--- src/rtl/codegroup_pkg.sv ---
// Shared widths and sub-block lookup functions for the 8b/10b line encoder.
// Assumes byte bit order HGFEDCBA, with EDCBA feeding the 6-bit sub-block.
package codegroup_pkg;

    localparam int BYTE_W = 8;
    localparam int CODE_W = 10;
    localparam int X_W    = 5;
    localparam int Y_W    = 3;

    // Negative-column 6-bit form (abcdei) for data value x.
    function automatic logic [5:0] six_neg(input logic [X_W-1:0] x);
        logic [5:0] r;
        case (x)
            5'd0:  r = 6'b100111;  5'd1:  r = 6'b011101;
            5'd2:  r = 6'b101101;  5'd3:  r = 6'b110001;
            5'd4:  r = 6'b110101;  5'd5:  r = 6'b101001;
            5'd6:  r = 6'b011001;  5'd7:  r = 6'b111000;
            5'd8:  r = 6'b111001;  5'd9:  r = 6'b100101;
            5'd10: r = 6'b010101;  5'd11: r = 6'b110100;
            5'd12: r = 6'b001101;  5'd13: r = 6'b101100;
            5'd14: r = 6'b011100;  5'd15: r = 6'b010111;
            5'd16: r = 6'b011011;  5'd17: r = 6'b100011;
            5'd18: r = 6'b010011;  5'd19: r = 6'b110010;
            5'd20: r = 6'b001011;  5'd21: r = 6'b101010;
            5'd22: r = 6'b011010;  5'd23: r = 6'b111010;
            5'd24: r = 6'b110011;  5'd25: r = 6'b100110;
            5'd26: r = 6'b010110;  5'd27: r = 6'b110110;
            5'd28: r = 6'b001110;  5'd29: r = 6'b101110;
            5'd30: r = 6'b011110;  default: r = 6'b101011;
        endcase
        return r;
    endfunction

    // Negative-column 4-bit form (fghj) for y; kmode selects the control set.
    function automatic logic [3:0] four_neg(input logic [Y_W-1:0] y,
                                            input logic kmode,
                                            input logic alt7);
        logic [3:0] r;
        case (y)
            3'd0: r = 4'b1011;
            3'd1: r = kmode ? 4'b0110 : 4'b1001;
            3'd2: r = kmode ? 4'b1010 : 4'b0101;
            3'd3: r = 4'b1100;
            3'd4: r = 4'b1101;
            3'd5: r = kmode ? 4'b0101 : 4'b1010;
            3'd6: r = kmode ? 4'b1001 : 4'b0110;
            default: r = (kmode || alt7) ? 4'b0111 : 4'b1110;
        endcase
        return r;
    endfunction

endpackage

--- src/rtl/cg_six_stage.sv ---
// 6-bit sub-block: maps x (EDCBA) to abcdei given the entering disparity.
// Assumes k28 is set only for an accepted K28.y group. Purely combinational.
module cg_six_stage
    import codegroup_pkg::*;
(
    input  logic [X_W-1:0] x_in,
    input  logic           k28,
    input  logic           rd_in,
    output logic [5:0]     six_out,
    output logic           rd_mid
);
    logic [5:0] base;
    logic       unbal;
    logic       flip;

    // Pick the negative-column form, then complement it on a positive disparity where needed.
    always_comb begin
        base    = k28 ? 6'b001111 : six_neg(x_in);
        unbal   = ($countones(base) != 3);
        flip    = rd_in && (unbal || (!k28 && x_in == 5'd7));
        six_out = flip ? ~base : base;
        rd_mid  = rd_in ^ unbal;
    end
endmodule

--- src/rtl/cg_four_stage.sv ---
// 4-bit sub-block: maps y (HGF) to fghj given the disparity after the 6-bit part.
// Assumes kmode is set only for accepted control groups; x selects the D.x.7 alternate.
module cg_four_stage
    import codegroup_pkg::*;
(
    input  logic [Y_W-1:0] y_in,
    input  logic [X_W-1:0] x_in,
    input  logic           kmode,
    input  logic           rd_mid,
    output logic [3:0]     four_out,
    output logic           rd_end
);
    logic [3:0] base;
    logic       alt7;
    logic       unbal;
    logic       flip;

    // Choose the 7-form to avoid a run of five, look up, then complement for a positive disparity.
    always_comb begin
        alt7  = (!rd_mid && (x_in == 5'd17 || x_in == 5'd18 || x_in == 5'd20)) ||
                ( rd_mid && (x_in == 5'd11 || x_in == 5'd13 || x_in == 5'd14));
        base  = four_neg(y_in, kmode, alt7);
        unbal = ($countones(base) != 2);
        flip  = rd_mid && (unbal || kmode || y_in == 3'd3);
        four_out = flip ? ~base : base;
        rd_end   = rd_mid ^ unbal;
    end
endmodule

--- src/rtl/cg_lane.sv ---
// One encoder lane: validates control bytes, applies the disparity override,
// encodes through the two sub-blocks and registers the group and disparity.
// Assumes a synchronous active-low reset; one cycle from input to output.
module cg_lane
    import codegroup_pkg::*;
(
    input  logic              clk,
    input  logic              rst_n,
    input  logic              ctrl,
    input  logic [BYTE_W-1:0] byte_val,
    input  logic              force_en,
    input  logic              force_val,
    output logic [CODE_W-1:0] code_q,
    output logic              rd_q,
    output logic              kerr_q
);
    logic [X_W-1:0] x;
    logic [Y_W-1:0] y;
    logic           k_ok;
    logic           rd_use;
    logic [5:0]     six;
    logic [3:0]     four;
    logic           rd_m;
    logic           rd_n;

    // Split the byte, check the control set and choose the column for this group.
    always_comb begin
        x      = byte_val[X_W-1:0];
        y      = byte_val[BYTE_W-1:X_W];
        k_ok   = ctrl && ((x == 5'd28) ||
                 (y == 3'd7 && (x == 5'd23 || x == 5'd27 || x == 5'd29 || x == 5'd30)));
        rd_use = force_en ? ~force_val : rd_q;
    end

    cg_six_stage u_six (
        .x_in    (x),
        .k28     (k_ok && x == 5'd28),
        .rd_in   (rd_use),
        .six_out (six),
        .rd_mid  (rd_m)
    );

    cg_four_stage u_four (
        .y_in     (y),
        .x_in     (x),
        .kmode    (k_ok),
        .rd_mid   (rd_m),
        .four_out (four),
        .rd_end   (rd_n)
    );

    // Register the emitted group, the disparity it leaves behind and the control error.
    always_ff @(posedge clk) begin
        if (!rst_n) begin
            code_q <= '0;
            rd_q   <= 1'b0;
            kerr_q <= 1'b0;
        end else begin
            code_q <= {six, four};
            rd_q   <= rd_n;
            kerr_q <= ctrl && !k_ok;
        end
    end
endmodule

--- src/rtl/codegroup_encoder.sv ---
// Top level: LANES independent 8b/10b lanes with per-lane disparity override.
// Assumes lane i occupies slice i of every bus; lanes share only clock and reset.
module codegroup_encoder
    import codegroup_pkg::*;
#(
    parameter int LANES = 2
) (
    input  logic                     clk,
    input  logic                     rst_n,
    input  logic [LANES-1:0]         ctrl_in,
    input  logic [LANES*BYTE_W-1:0]  byte_in,
    input  logic [LANES-1:0]         disp_force,
    input  logic [LANES-1:0]         disp_value,
    output logic [LANES*CODE_W-1:0]  code_out,
    output logic [LANES-1:0]         rd_out,
    output logic [LANES-1:0]         kerr_out
);
    // One lane instance per slice of the buses.
    for (genvar i = 0; i < LANES; i++) begin : g_lane
        cg_lane u_lane (
            .clk       (clk),
            .rst_n     (rst_n),
            .ctrl      (ctrl_in[i]),
            .byte_val  (byte_in[i*BYTE_W +: BYTE_W]),
            .force_en  (disp_force[i]),
            .force_val (disp_value[i]),
            .code_q    (code_out[i*CODE_W +: CODE_W]),
            .rd_q      (rd_out[i]),
            .kerr_q    (kerr_out[i])
        );
    end
endmodule

--- config.mk ---
export PLATFORM = sky130hd
export DESIGN_NAME = codegroup_encoder
export DESIGN_NICKNAME = d
export VERILOG_FILES = /design/src/rtl/codegroup_pkg.sv /design/src/rtl/cg_six_stage.sv /design/src/rtl/cg_four_stage.sv /design/src/rtl/cg_lane.sv /design/src/rtl/codegroup_encoder.sv
export SDC_FILE = /design/constraint.sdc
export NUM_CORES = 1
export LEC_CHECK = 0
export BUFFER_PORTS_ARGS = -buffer_cell sky130_fd_sc_hd__clkbuf_2
export CAP_MARGIN = 20
export CORE_MARGIN = 5
export CORE_UTILIZATION = 30
export DETAILED_ROUTE_END_ITERATION = 10
export HOLD_SLACK_MARGIN = 0.03
export PLACE_DENSITY = 0.56
export SLEW_MARGIN = 10
export SYNTH_ARGS = -nofsm -noshare
export SYNTH_HDL_FRONTEND = slang
export SYNTH_SLANG_ARGS = --single-unit
--- constraint.sdc ---
create_clock -name clk -period 16.9 [get_ports clk]
set_input_delay 1.69 -clock clk [delete_from_list [all_inputs] [get_ports clk]]
set_output_delay 1.69 -clock clk [all_outputs]
set_load 0.005 [all_outputs]
-- After elaboration in Yosys (flattened, before gate mapping)
Memory sizes are Yosys's and may differ from the RTL's.
Index checks and enable logic that the tools add are counted.
- add/sub/neg operators: 16
- equality and inequality tests: 42
- multiplexer cells: 20
- bitwise logic cells: 10
- reduce and logical (&&, ||, !) cells: 52
- operator list (cell ; count):
    $eq 5x5->1 const B ; 16
    $pmux 4 s7 ; 2
    $mux 4 ; 12
    $eq 5x4->1 const B ; 6
    $logic_or 1x1->1 ; 26
    $eq 3x3->1 const B ; 8
    $mux 6 ; 4
    $add 1x1->2 ; 10
    $logic_and 1x1->1 ; 18
    $add 2x2->3 ; 4
    $eq 3x2->1 const B ; 4
    $not 6->6 ; 2
    $eq 5x3->1 const B ; 2
    $add 3x2->4 ; 2
    $ne 4x2->1 const B ; 2
    $not 4->4 ; 2
    $eq 3x1->1 const B ; 2
    $logic_not 1->1 ; 6
    $logic_not 3->1 ; 2
    $ne 3x2->1 const B ; 2
    $xor 1x1->1 ; 4
    $mux 1 ; 2
    $not 1->1 ; 2
- flip-flop bits (word level): 24
- bits in read-only memories: 384
- input port bits: 24
- output and inout port bits: 24
- logic and storage cells: 148
- memories kept: 2
- memory list (memory ; words ; width ; read ports ; clocked after Yosys merged registers in ; write ports ; line ; text):
    (no name shown) ; 32 ; 6 ; 1 ; 0 ; 0 ; codegroup_pkg.sv:13 ; case (x)
    (no name shown) ; 32 ; 6 ; 1 ; 0 ; 0 ; codegroup_pkg.sv:13 ;

-- Logic depth before layout (Yosys ltp)
- depth in word-level cells: 27
- mapped depth: 26
- mapped depth without buffers: 26

-- Hierarchy
From an unflattened synthesis, not the netlist that was laid out.
- cells, all modules: 297
- area, all modules: 2600.0 um2
- modules (own cells, without submodules) (module ; times used ; cells an instance ; area each (um2) ; seq. area each (um2)):
    cg_lane ; 2 ; 37 ; 397.9 ; 240.2
    cg_six_stage (g_lane[1].u_lane.u_six) ; 1 ; 78 ; 633.1 ; 0.0
    cg_six_stage (g_lane[0].u_lane.u_six) ; 1 ; 75 ; 613.1 ; 0.0
    cg_four_stage ; 2 ; 35 ; 279.0 ; 0.0

-- Worst setup path after synthesis
Ideal clock, no wire load.
- path type: input to register
- from: in byte_in[1]
- to: reg g_lane[0].u_lane.code_q[1]
- setup time: 0.115 ns
- data arrival time: 7.275 ns
- slack: 9.510 ns
- cell stages on the path: 26
- buffers on the path: 0
- path through: inv_1 -> ha_1 -> nand2b_1 -> o21ai_0 -> a221o_1 -> a21oi_1 -> fa_1 -> inv_1 -> fa_1 -> ha_1 -> inv_1 -> fa_1 -> nand3b_1 -> and3_1 -> or4_1 -> a21oi_1 -> a211o_1 -> fa_1 -> ha_1 -> ha_1 -> nor3b_1 -> o21a_1 -> o2bb2ai_1 -> a31oi_1 -> xor2_1 -> and2_1
- cells in the longest elaborated chain, start to end: 27
- RTL lines (item ; line ; text):
    start: declaration ; codegroup_encoder.sv:11 ; input logic [LANES*BYTE_W-1:0] byte_in,
    $eq 5x5->1 ; cg_lane.sv:31 ; (y == 3'd7 && (x == 5'd23 || x == 5'd27 || x == 5'd29 || x == 5'd30)));
    $logic_or 1x1->1 (3 in series) ; cg_lane.sv:31 ;
    $logic_and 1x1->1 ; cg_lane.sv:31 ;
    $logic_or 1x1->1 ; cg_lane.sv:30 ; k_ok = ctrl && ((x == 5'd28) ||
    $logic_and 1x1->1 ; cg_lane.sv:30 ;
    $logic_and 1x1->1 ; cg_lane.sv:37 ; .k28 (k_ok && x == 5'd28),
    $mux 6 ; cg_six_stage.sv:18 ; base = k28 ? 6'b001111 : six_neg(x_in);
    $add 1x1->2 (not written as such) ; cg_six_stage.sv:19 ; unbal = ($countones(base) != 3);
    (+8 left out) ; n/a ;
    $mux 4 ; codegroup_pkg.sv:47 ; default: r = (kmode || alt7) ? 4'b0111 : 4'b1110;
    $pmux 4 s7 ; codegroup_pkg.sv:39 ; case (y)
    $add 1x1->2 (not written as such) ; cg_four_stage.sv:23 ; unbal = ($countones(base) != 2);
    $add 2x2->3 (not written as such) ; cg_four_stage.sv:23 ;
    $ne 3x2->1 ; cg_four_stage.sv:23 ;
    $logic_or 1x1->1 (2 in series) ; cg_four_stage.sv:24 ; flip = rd_mid && (unbal || kmode || y_in == 3'd3);
    $logic_and 1x1->1 ; cg_four_stage.sv:24 ;
    $mux 4 (*) ; cg_four_stage.sv:25 ; four_out = flip ? ~base : base;
    end signal: assignment ; cg_lane.sv:59 ; code_q <= {six, four};
    end: declaration ; cg_lane.sv:13 ; output logic [CODE_W-1:0] code_q,
Mark *: on every way between the ends. The rest lies on a longest branch, timed or not.
A chain may end at the register's enable or synchronous reset.

-- Final worst setup path
- from: in byte_in[1]
- to: reg g_lane[0].u_lane.code_q[2]
Same word-level chain as after synthesis.

==> results.json <==
{
  "cp.arrival_ps": 8110,
  "ys.flop_type": "dfxtp_1",
  "fin_nets": 388,
  "crit_required_ps": 17070,
  "area_delta_synth_final_pct": 12.5,
  "async_reset_ff_share_pct": 0,
  "postLayoutSetupSlackWorst_ps": 8960,
  "power.density_nw_per_um2": 87.4,
  "cap_violations": 0,
  "min_period_ps": 7940,
  "vias": 2140,
  "grt_pass1_vias": 2060,
  "rows": 33,
  "finish.utilization_pct": 34.2,
  "synth_top_cell_by_area": "dfxtp_1",
  "wl_mm": 5.52,
  "post-route-period-util_pct": 47.0,
  "cp_max_fo": 7,
  "io_pins": 48,
  "clockBufferDepth": 2,
  "hold_viol": 0,
  "hpwl_mm": 4.37,
  "clk_pin_slew_ps": 90,
  "vdd_ir_drop_max_mv": 0.0361,
  "relSlewSlack_pct": 63.4,
  "grt_usage_pct": 11.1,
  "fmax_mhz": 126,
  "worst-setup-path-type": "input port to flop",
  "slew_violations": 0,
  "clock-sinks": 24,
  "synth_top_area_share_pct": 19.5,
  "root_buffer": "clkbuf_8",
  "syn_avg_cell_area_um2": 8.15,
  "worst_slew_pin_slew_ps": 543,
  "die_area_um2": 10100,
  "drc_errors": 0,
  "cts_tree": "done",
  "first_pass_iters": 4,
  "die_x_um": 101,
  "critPathCaptureType": "flop",
  "synthCells": 302,
  "vias_per_cell": 4.89,
  "synthDistinctLibCells": 58,
  "ys_ff_latch": 24,
  "wl_per_cell_um": 12.6,
  "cts_buffers": 3,
  "p_leak_uw": 0.00124,
  "grt_max_degree": 25,
  "setup_tns_ps": 0,
  "mostFrequentLayoutCell": "clkbuf_2",
  "overflow": 0,
  "cts_resized": 0,
  "dp_slack_ps": 8680,
  "ys_warn_count": 0,
  "mostFrequentLayoutCells": "47 x clkbuf_2, 24 x dfxtp_1, 22 x ha_1",
  "initial_core_util_pct": 30.4,
  "ys_top_cells_by_area": "dfxtp_1 20%, ha_1 11%, fa_1 6.5%",
  "core_area_um2": 8090,
  "syn_nets": 356,
  "ant_nets": 0,
  "outcome": "completed",
  "start_kind": "input port",
  "detail_route.iter0.violations": 61,
  "io_buffer_count": 47,
  "holdBufCountCts": 0,
  "rsz0062_at_grt": "no",
  "synth_area_um2": 2460,
  "place_congestion": 0.810,
  "seq_area_frac_synth_pct": 19.5,
  "antenna_found_initial": 0,
  "postCtsSetupBuffers": 0,
  "hold_class": "flop to flop",
  "diodes": 0,
  "synth_edf_count": 0,
  "report.final.setup_viol": 0,
  "finClkSkew_ps": 1.37,
  "clk_latency_ps": 270,
  "drive_gt1_share_pct": 18.6,
  "h-tree-depth": 1,
  "die-height_um": 101,
  "grt_pass1_wl_mm": 9.37
}
==> power by group <==
| group | switching [µW] | internal [µW] |
|---|---|---|
| Sequential | 5.69 | 74.0 |
| Clock | 19.0 | 20.8 |
| Combinational | 64.5 | 57.8 |
| Total | 89.3 | 153 |
==> area by class of cell <==
type	count	area, µm²
Timing Repair Buffer	47	235
Fill cell	891	5330
Multi-Input combinational cell	239	1790
Clock buffer	4	55.1
Inverter	19	71.3
Sequential cell	24	480
Tap cell	105	131
==> Yosys cell counts (4+ instances only) <==
| master | n |
|---|---|
| a21oi_1 | 17 |
| a31oi_1 | 4 |
| and2_1 | 19 |
| buf_2 | 4 |
| buf_4 | 7 |
| clkbuf_1 | 8 |
| dfxtp_1 | 24 |
| fa_1 | 8 |
| ha_1 | 22 |
| inv_1 | 17 |
| mux2i_1 | 9 |
| nand2_1 | 20 |
| nand2b_1 | 9 |
| nand3_1 | 8 |
| nor2_1 | 21 |
| nor3_1 | 4 |
| o21ai_0 | 19 |
| xnor2_1 | 7 |
| xor2_1 | 14 |
==> worst paths after layout <==
kind / from / slack (ps) / endpoint / cells after the start
max: byte_in[1] / 8960 / g_lane[0].u_lane.code_q[2] / 27
min: g_lane[0].u_lane.rd_q / 860 / g_lane[0].u_lane.rd_q / 4
max reg2reg: g_lane[0].u_lane.rd_q / 13250 / g_lane[0].u_lane.code_q[2] / 14
min reg2reg: g_lane[0].u_lane.rd_q / 860 / g_lane[0].u_lane.rd_q / 4
==> metrics by stage <==
stage,std cells,area (µm²),power [µW],hold WS (ps)
3_3_place_gp,434,2710,205,831
4_1_cts,438,2770,248,851
5_1_grt,438,2770,268,945
6_report,438,2770,242,858
2_1_floorplan,302,2460,170,711
3_5_place_dp,434,2710,205,832
==> state kept, by name, summed over array words and instances (netlist names) <==
name                  count
g_lane.u_lane.code_q     20
g_lane.u_lane.kerr_q      2
g_lane.u_lane.rd_q        2
==> cells by family after synthesis <==
family                     Yosys count  synth area share (%)
xor gates and xnor gates            21                  7.48
buffers and inverters               39                  7.53
DFF                                 24                  19.5
adders and majority gates           32                  18.6
muxes                               11                  4.83
AOI/OAI and AO/OA                   75                  20.7
and+or+nand+nor                    100                  21.3
==> per-layer routing <==
layer	wire [µm]	share of wire [%]	vias up	global-route usage [%]
met5	0	0	-	0
met4	95	1.7	0	3.21
met3	240	4.4	8	1.66
met2	2560	46	45	18.3
met1	2620	48	977	15.0
li1	-	-	1110	-
==> critical path: stages <==
cell	delay [ps]
clkbuf_2	130
inv_1	160
ha_1	310
nand2b_1	160
o21ai_0	90
a221o_1	310
a21oi_1	270
fa_1	470
inv_1	90
fa_1	420
ha_1	210
inv_1	60
fa_1	400
nand3b_1	220
and3_1	260
or4_1	480
a21oi_1	210
a211o_1	190
fa_1	410
ha_1	200
ha_1	270
nor3b_1	310
o21a_1	200
o2bb2ai_1	110
a31oi_1	100
xor2_1	190
and2_1	180
Power figures use the tool's default switching activity.
